$ cat config.mk
export PLATFORM = sky130hd
export DESIGN_NAME = trace_rec_parser
export DESIGN_NICKNAME = d
export VERILOG_FILES = /design/src/rtl/trp_pkg.sv /design/src/rtl/trp_desc_decode.sv /design/src/rtl/trp_word_map.sv /design/src/rtl/trp_out_slot.sv /design/src/rtl/trace_rec_parser.sv
export SDC_FILE = /design/constraint.sdc
export NUM_CORES = 1
export LEC_CHECK = 0
export ABC_AREA = 1
export ABC_CLOCK_PERIOD_IN_PS = 5300
export BUFFER_PORTS_ARGS = -buffer_cell sky130_fd_sc_hd__buf_2
export CORE_ASPECT_RATIO = 1.4
export CORE_UTILIZATION = 55
export DETAILED_ROUTE_END_ITERATION = 10
export PLACE_DENSITY = 0.81
export SKIP_LAST_GASP = 1
export SYNTH_ARGS = -nofsm -noshare
export SYNTH_HDL_FRONTEND = slang
export SYNTH_SLANG_ARGS = --single-unit
$ cat constraint.sdc
create_clock -name clk -period 5.3 [get_ports clk]
set_clock_uncertainty 0.1 [all_clocks]
set_input_delay 1.06 -clock clk [delete_from_list [all_inputs] [get_ports clk]]
set_output_delay 1.06 -clock clk [all_outputs]
set_load 0.01 [all_outputs]
$ cat src/rtl/trp_pkg.sv
package trp_pkg;

    typedef enum logic [2:0] {
        ST_FLAG  = 3'd0,
        ST_OPC   = 3'd1,
        ST_DESC  = 3'd2,
        ST_WORD  = 3'd3,
        ST_DRAIN = 3'd4
    } trp_state_e;

    localparam int unsigned NIB_W     = 4;
    localparam int unsigned SIZE_CODE = 2;
    localparam logic [1:0]  ACC_READ  = 2'd1;
    localparam logic [1:0]  ACC_WRITE = 2'd2;

endpackage

$ cat src/rtl/trp_desc_decode.sv
module trp_desc_decode #(
    parameter int unsigned NDESC = 6,
    localparam int unsigned DESC_BITS = NDESC * 4,
    localparam int unsigned CW = $clog2(NDESC + 1)
) (
    input  logic [DESC_BITS-1:0] desc,
    output logic [CW-1:0]        used_cnt,
    output logic                 bad
);
    import trp_pkg::*;

    logic [NDESC-1:0] nz;
    logic [NDESC-1:0] acc_bad;
    logic [NDESC-1:0] gap_bad;

    for (genvar i = 0; i < NDESC; i++) begin : g_nib
        logic [3:0] nib;
        assign nib        = desc[DESC_BITS-1-4*i -: 4];
        assign nz[i]      = |nib;
        assign acc_bad[i] = nz[i] && (nib[1:0] != ACC_READ) && (nib[1:0] != ACC_WRITE);
        if (i == 0) begin : g_first
            assign gap_bad[i] = 1'b0;
        end else begin : g_rest
            assign gap_bad[i] = nz[i] && !nz[i-1];
        end
    end

    always_comb begin
        used_cnt = '0;
        for (int i = 0; i < NDESC; i++) begin
            used_cnt = used_cnt + CW'(nz[i]);
        end
        bad = |acc_bad || |gap_bad;
    end

endmodule

$ cat src/rtl/trp_word_map.sv
module trp_word_map #(
    parameter int unsigned W = 32
) (
    input  logic [W-1:0] word,
    output logic         is_mem,
    output logic [W-1:0] value
);
    always_comb begin
        is_mem = !word[W-1] && (|word);
        value  = is_mem ? word : (~word + W'(1));
    end
endmodule

$ cat src/rtl/trp_out_slot.sv
module trp_out_slot #(
    parameter int unsigned W  = 32,
    parameter int unsigned IW = 3
) (
    input  logic          clk,
    input  logic          rst_n,
    input  logic          load,
    input  logic [1:0]    ld_size_code,
    input  logic          ld_write,
    input  logic          ld_mem,
    input  logic [W-1:0]  ld_value,
    input  logic [IW-1:0] ld_idx,
    input  logic          op_ready,
    output logic          op_valid,
    output logic [3:0]    op_size,
    output logic          op_is_write,
    output logic          op_is_mem,
    output logic [W-1:0]  op_value,
    output logic [IW-1:0] op_index,
    output logic          free,
    output logic          fire
);
    typedef struct packed {
        logic          vld;
        logic [3:0]    size;
        logic          wr;
        logic          mem;
        logic [W-1:0]  val;
        logic [IW-1:0] idx;
    } slot_t;

    slot_t s_d, s_q;

    assign fire = s_q.vld && op_ready;
    assign free = !s_q.vld || op_ready;

    always_comb begin
        s_d = s_q;
        if (fire) s_d.vld = 1'b0;
        if (load) begin
            s_d.vld  = 1'b1;
            s_d.size = 4'd1 << ld_size_code;
            s_d.wr   = ld_write;
            s_d.mem  = ld_mem;
            s_d.val  = ld_value;
            s_d.idx  = ld_idx;
        end
    end

    always_ff @(posedge clk or negedge rst_n) begin
        if (!rst_n) s_q <= '0;
        else        s_q <= s_d;
    end

    assign op_valid    = s_q.vld;
    assign op_size     = s_q.size;
    assign op_is_write = s_q.wr;
    assign op_is_mem   = s_q.mem;
    assign op_value    = s_q.val;
    assign op_index    = s_q.idx;


    op_stable_chk: assert property (@(posedge clk) disable iff (!rst_n)
        op_valid && !op_ready |=> op_valid && $stable(op_value) && $stable(op_size)
                                  && $stable(op_index) && $stable(op_is_mem) && $stable(op_is_write));

    size_onehot_chk: assert property (@(posedge clk) disable iff (!rst_n)
        op_valid |-> $countones(op_size) == 1);

    mem_positive_chk: assert property (@(posedge clk) disable iff (!rst_n)
        op_valid && op_is_mem |-> !op_value[W-1] && (op_value != '0));

endmodule

$ cat src/rtl/trace_rec_parser.sv
module trace_rec_parser #(
    parameter bit          SPEC_FIELD = 1'b1,
    parameter int unsigned NDESC      = 6,
    parameter int unsigned WORD_BYTES = 4,
    localparam int unsigned WORD_W    = WORD_BYTES * 8,
    localparam int unsigned IDXW      = $clog2(NDESC)
) (
    input  logic              clk,
    input  logic              rst_n,
    input  logic              in_valid,
    input  logic [7:0]        in_data,
    output logic              in_ready,
    output logic              op_valid,
    input  logic              op_ready,
    output logic [3:0]        op_size,
    output logic              op_is_write,
    output logic              op_is_mem,
    output logic [WORD_W-1:0] op_value,
    output logic [IDXW-1:0]   op_index,
    output logic [WORD_W-1:0] rec_spec_flag,
    output logic [7:0]        rec_opcode,
    output logic              rec_done,
    output logic              fmt_err
);
    import trp_pkg::*;

    localparam int unsigned DESC_BITS  = NDESC * 4;
    localparam int unsigned DESC_BYTES = DESC_BITS / 8;
    localparam int unsigned CW         = $clog2(NDESC + 1);
    localparam int unsigned MAXB       = (WORD_BYTES > DESC_BYTES) ? WORD_BYTES : DESC_BYTES;
    localparam int unsigned CNTW       = $clog2(MAXB + 1);
    localparam logic [CNTW-1:0] WLAST  = CNTW'(WORD_BYTES - 1);
    localparam logic [CNTW-1:0] DLAST  = CNTW'(DESC_BYTES - 1);
    localparam trp_state_e START_ST    = SPEC_FIELD ? ST_FLAG : ST_OPC;

    typedef struct packed {
        trp_state_e           st;
        logic [CNTW-1:0]      cnt;
        logic [WORD_W-1:0]    flag;
        logic [7:0]           opc;
        logic [DESC_BITS-1:0] desc;
        logic [WORD_W-9:0]    wacc;
        logic [IDXW-1:0]      idx;
        logic [CW-1:0]        nops;
        logic                 done;
        logic                 err;
    } regs_t;

    regs_t r_d, r_q;

    logic                 slot_free, slot_fire, load;
    logic [DESC_BITS-1:0] desc_shift;
    logic [WORD_W-1:0]    word_full;
    logic [CW-1:0]        used_cnt;
    logic                 desc_bad;
    logic                 w_is_mem;
    logic [WORD_W-1:0]    w_value;
    logic [3:0]           cur_nib;
    logic                 acc;
    logic                 last_op;

    assign desc_shift = {r_q.desc[DESC_BITS-9:0], in_data};
    assign word_full  = {r_q.wacc, in_data};
    assign cur_nib    = 4'(r_q.desc >> (DESC_BITS - 4 - 4 * int'(r_q.idx)));
    assign last_op    = (CW'(r_q.idx) + CW'(1)) == r_q.nops;

    trp_desc_decode #(.NDESC(NDESC)) u_dec (
        .desc     (desc_shift),
        .used_cnt (used_cnt),
        .bad      (desc_bad)
    );

    trp_word_map #(.W(WORD_W)) u_map (
        .word   (word_full),
        .is_mem (w_is_mem),
        .value  (w_value)
    );

    always_comb begin
        case (r_q.st)
            ST_FLAG, ST_OPC, ST_DESC: in_ready = 1'b1;
            ST_WORD:                  in_ready = (r_q.cnt != WLAST) || slot_free;
            default:                  in_ready = 1'b0;
        endcase
    end

    assign acc = in_valid && in_ready;

    always_comb begin
        r_d      = r_q;
        r_d.done = 1'b0;
        load     = 1'b0;
        case (r_q.st)
            ST_FLAG: if (acc) begin
                r_d.flag = {r_q.flag[WORD_W-9:0], in_data};
                r_d.cnt  = r_q.cnt + CNTW'(1);
                if (r_q.cnt == WLAST) begin
                    r_d.cnt = '0;
                    r_d.st  = ST_OPC;
                end
            end
            ST_OPC: if (acc) begin
                r_d.opc = in_data;
                r_d.cnt = '0;
                r_d.st  = ST_DESC;
            end
            ST_DESC: if (acc) begin
                r_d.desc = desc_shift;
                r_d.cnt  = r_q.cnt + CNTW'(1);
                if (r_q.cnt == DLAST) begin
                    r_d.cnt = '0;
                    r_d.idx = '0;
                    if (desc_bad) begin
                        r_d.err = 1'b1;
                        r_d.st  = START_ST;
                    end else if (used_cnt == '0) begin
                        r_d.done = 1'b1;
                        r_d.st   = START_ST;
                    end else begin
                        r_d.nops = used_cnt;
                        r_d.st   = ST_WORD;
                    end
                end
            end
            ST_WORD: if (acc) begin
                r_d.wacc = word_full[WORD_W-9:0];
                r_d.cnt  = r_q.cnt + CNTW'(1);
                if (r_q.cnt == WLAST) begin
                    r_d.cnt = '0;
                    load    = 1'b1;
                    r_d.idx = r_q.idx + IDXW'(1);
                    if (last_op) r_d.st = ST_DRAIN;
                end
            end
            ST_DRAIN: if (slot_fire) begin
                r_d.done = 1'b1;
                r_d.st   = START_ST;
            end
            default: r_d.st = START_ST;
        endcase
    end

    always_ff @(posedge clk or negedge rst_n) begin
        if (!rst_n) begin
            r_q    <= '0;
            r_q.st <= START_ST;
        end else begin
            r_q <= r_d;
        end
    end

    trp_out_slot #(.W(WORD_W), .IW(IDXW)) u_slot (
        .clk          (clk),
        .rst_n        (rst_n),
        .load         (load),
        .ld_size_code (cur_nib[3:2]),
        .ld_write     (cur_nib[1:0] == ACC_WRITE),
        .ld_mem       (w_is_mem),
        .ld_value     (w_value),
        .ld_idx       (r_q.idx),
        .op_ready     (op_ready),
        .op_valid     (op_valid),
        .op_size      (op_size),
        .op_is_write  (op_is_write),
        .op_is_mem    (op_is_mem),
        .op_value     (op_value),
        .op_index     (op_index),
        .free         (slot_free),
        .fire         (slot_fire)
    );

    assign rec_spec_flag = SPEC_FIELD ? r_q.flag : '0;
    assign rec_opcode    = r_q.opc;
    assign rec_done      = r_q.done;
    assign fmt_err       = r_q.err;


    no_overrun_chk: assert property (@(posedge clk) disable iff (!rst_n)
        load |-> (!op_valid || op_ready));

    done_idle_chk: assert property (@(posedge clk) disable iff (!rst_n)
        rec_done |-> !op_valid);

    done_single_chk: assert property (@(posedge clk) disable iff (!rst_n)
        rec_done |=> !rec_done);

    err_sticky_chk: assert property (@(posedge clk) disable iff (!rst_n)
        fmt_err |=> fmt_err);

endmodule

==> metrics.md <==
| Metric | Value |
|---|---|
| Slowest library cell on the worst path | `fa_1` |
| Number of sinks handled by clock tree synthesis | `144` |
| Worst Path Max Fanout | `5` |
| Pin count of the biggest net entering global routing | `112` |
| Worst Setup Path Type | `reg2reg` |
| Total cell area at the placement stage | `7819 um2` |
| Final count of negative-setup-slack endpoints | `0` |
| Final hold violation count | `0` |
| Headroom to the max-slew limit | `29.54%` |
| Number of antenna violations at the first check in global routing | `0` |
| Post-CTS setup repair buffer count | `0` |
| Detailed Route WL | `18300 um` |
| Final critical path time including I/O delays and setup | `3606 ps` |
| Netlist area before placement | `7558 um2` |
| Setup slack on the worst flop-to-flop path | `1690 ps` |
| Worst Hold Endpoint | `fmt_err` |
| Layout overhead on the synthesized area | `10.76%` |
| Ordered list of cells on the worst path | `inv_1, nand2_1, nor2_1, inv_1, ha_1, inv_1, fa_1, inv_1, fa_1, fa_1, nor3_1, nor3b_2, nand4_1, nand2_1, nand2_1, nand2_1` |
| Leakage power figure | `4.534 nW` |
| Largest stage delay on the critical path | `530 ps` |
| Part of the cycle the worst path needs | `68.03%` |
| Proportion of register bits with asynchronous set or reset after synthesis | `100.0%` |
| Number of max-slew violations in the final report | `0` |
| Quantity of I/O buffers inserted on ports | `96` |
| Worst hold path startpoint | `fmt_err` |
| Number of enable-type register cells in the synthesized netlist | `0` |
| Wire length per cell | `14.85 um` |
| Total via count in the routed design | `6459` |
| Via density | `5.243` |
| Number of DRC violations after detailed-routing iteration 0 | `436` |
| Number of placement rows | `50` |
| CTS tree | `yes` |
| Synth area leaders | `dfrtp_1 48%, nand2_1 18%, nand3_1 5.5%, o21ai_0 5.5%, buf_4 4.3%` |
| Worst skew pair latency | `430 ps` |
| Parity-gate share of the synthesized area counting xor and xnor cells | `1.275%` |
| Run status | `finished clean` |
| Worst hold path class | `reg2reg` |
| Total Neg Setup Slack | `0 ps` |
| Area share of the largest cell type after synthesis | `47.67%` |
| Worst Slack Setup Final | `1694 ps` |
| Placement Setup Slack | `1352 ps` |
| Post-synth net total | `1015` |
| Fillcell total | `1226` |
| Fmax achieved | `0.2773 GHz` |
| Compound-gate portion of the synthesized area | `7.780%` |
| Setup repair after global routing missed its margin | `no` |
| Diodes inserted | `0` |
| Reg2Reg Depth | `16` |
| Cell taking the most area after synthesis | `dfrtp_1` |
| Worst flop-to-flop path startpoint | `desc_shift[19]` |
| Share of final-layout standard cells stronger than drive strength 1 | `14.57%` |
| Synth Warn # | `0` |
| Full die area | `14220 um2` |
| Final design instance area without fill | `8372 um2` |
| Detailed Routing Iterations Pass 1 | `4` |
| Dominant cell by count in the synthesized netlist | `nand2_1` |
| Number of cells produced by synthesis | `990` |
| Deepest clock path buffer count | `2` |
| Vertical extent of the die | `140.7 um` |
| Core area | `13390 um2` |
| Cell family contributing the most delay on the critical path | `adder cells` |
| Netlist cell types | `32` |
| Cts bufs inserted | `17` |
| Sort of element at the start of the critical path | `register` |
| Initial standard-cell utilization of the core | `56.46%` |
| First-pass GRT wire length | `29620 um` |
| Root Driver | `clkbuf_16` |
| Total global-route track usage | `27.30%` |
| Number of max-cap violations | `0` |
| Power density over the cells | `428.3 nW/um2` |
| Mean cell area of the mapped netlist | `7.635 um2` |
| Share of synthesized cell area in full adder, half adder and majority cells | `2.450%` |
| Slew at the pin closest to its max-slew limit | `1056 ps` |
| DIE WIDTH | `101.1 um` |
| Main combinational cell family by area after synthesis | `simple AND/OR/NAND/NOR gates` |
| Overall overflow remaining after global route | `0` |
| Simple-gate share of the synthesized area | `30.03%` |
| Worst reg2reg path endpoint | `r_q[99]` |
| Crit end category | `register` |
| Cell types with the highest counts after synthesis | `363 x nand2_1, 144 x dfrtp_1, 83 x inv_1, 83 x nand3_1, 83 x o21ai_0` |
| Main flop type after synthesis | `dfrtp_1` |
| Final layout net count | `1062` |
| Fraction of synthesized area in multiplexers | `0%` |
| Post-DP HPWL | `12710 um` |
| Drt drc | `0` |
| Reg clk slew, reported paths | `60 ps` |
| Gpl congestion | `1.012` |
| Sequential area share after synthesis | `47.67%` |
| Num ports | `97` |
| Maximum vdd drop | `0.2416 mV` |
| Cts repair resizes | `0` |
| Number of nets with antenna violations after detailed routing | `0` |
| CTS hold repair buffers | `0` |
| Worst hold path cell count | `2` |
| Vias in the first global route | `6116` |
| Number of levels in the clock H-tree | `4` |
| Count of state elements after synthesis | `144` |
| Worst path buffer plus inverter count | `4` |
| Crit path required time | `5570 ps` |
| CP arrival | `3870 ps` |
## registers in the layout (all words and copies together) (netlist names), 3 cells and up
signal / flops
r_q: 44
rec_spec_flag: 32
u_slot.op_value: 32
desc_shift: 16
rec_opcode: 8
u_slot.op_size: 4
u_slot.op_index: 3
## worst reg2reg max path: stages, from the launching register on
cell,delay (ps)
dfrtp_1,380
inv_1,90
nand2_1,100
nor2_1,200
inv_1,70
ha_1,270
inv_1,50
fa_1,490
inv_1,60
fa_1,420
fa_1,530
nor3_1,90
nor3b_2,310
nand4_1,190
nand2_1,100
nand2_1,50
nand2_1,50
## cells by family after synthesis
family	Yosys count
AND/OR/NAND/NOR	552
flip-flops	144
buffers and inverters	159
XOR/XNOR	11
AO/OA/AOI/OAI	111
adder cells (fa/ha/maj)	13
## routing by layer
metal	global-route usage, %	vias up	routed length [um]
met3	5.999	57	839
met4	14.80	0	802
li1	-	3178	-
met2	46.80	200	9529
met1	31.40	3024	7129
met5	0	-	0
## report_power, final
| group | internal, mW | switching, mW | leakage [nW] |
|---|---|---|---|
| sequential | 1.28 | 0.146 | 1.92 |
| clock | 0.612 | 0.511 | 0.266 |
| combinational | 0.364 | 0.670 | 2.35 |
## cell type report
cell class | instances | area [um2] | share of cell area (%)
multi-input combinational | 687 | 3142 | 37.53
sequential | 144 | 3603 | 43.04
timing repair buffer | 100 | 516.7 | 6.172
clock inverter | 15 | 127.6 | 1.524
tap | 182 | 227.7 | 2.720
clock buffer | 17 | 425.4 | 5.081
inverter | 87 | 329.1 | 3.931
## layout by cell type (no fill, tap or decap), types with 2 or more instances in the layout
| cell | instances |
|---|---|
| o211ai_1 | 3 |
| buf_4 | 4 |
| xor2_1 | 8 |
| inv_6 | 3 |
| ha_1 | 10 |
| nand2_4 | 2 |
| clkbuf_16 | 17 |
| fa_1 | 3 |
| nor3_1 | 4 |
| xnor2_1 | 3 |
| nand4_1 | 8 |
| clkinvlp_4 | 3 |
| nor2_1 | 78 |
| dfrtp_1 | 144 |
| o21bai_1 | 2 |
| o21ai_1 | 11 |
| a21oi_1 | 7 |
| o21ai_0 | 83 |
| nand2_1 | 363 |
| inv_2 | 3 |
| o31ai_1 | 2 |
| nor2_4 | 3 |
| clkinv_4 | 4 |
| buf_2 | 95 |
| clkinv_2 | 2 |
| nand2_2 | 4 |
| inv_1 | 83 |
| inv_8 | 3 |
| nand3_1 | 83 |
| nor2_2 | 5 |
## through the flow
stage                     total power, mW  cells  hold WS (ps)  util [%]
after floorplan                     2.287    990         343.1         -
after global placement              2.410   1200         347.5     58.40
after detailed placement            2.461   1200         349.8     58.40
after CTS                           3.596   1232         365.3     62.53
after global routing                3.810   1232         390.0     62.53
final                               3.586   1232         356.7     62.53
## how the worst max path moves through the flow
stage                          end  cells past startpoint      startpoint
after floorplan             r_q[2]                     12      in_data[7]
after global placement    r_q[100]                     14      in_data[5]
after detailed placement   r_q[99]                     14      in_data[5]
after CTS                  r_q[99]                     16  desc_shift[19]
after global routing       r_q[99]                     16  desc_shift[16]
final                      r_q[99]                     16  desc_shift[19]
Note: power is estimated with default switching activity, not from simulation.
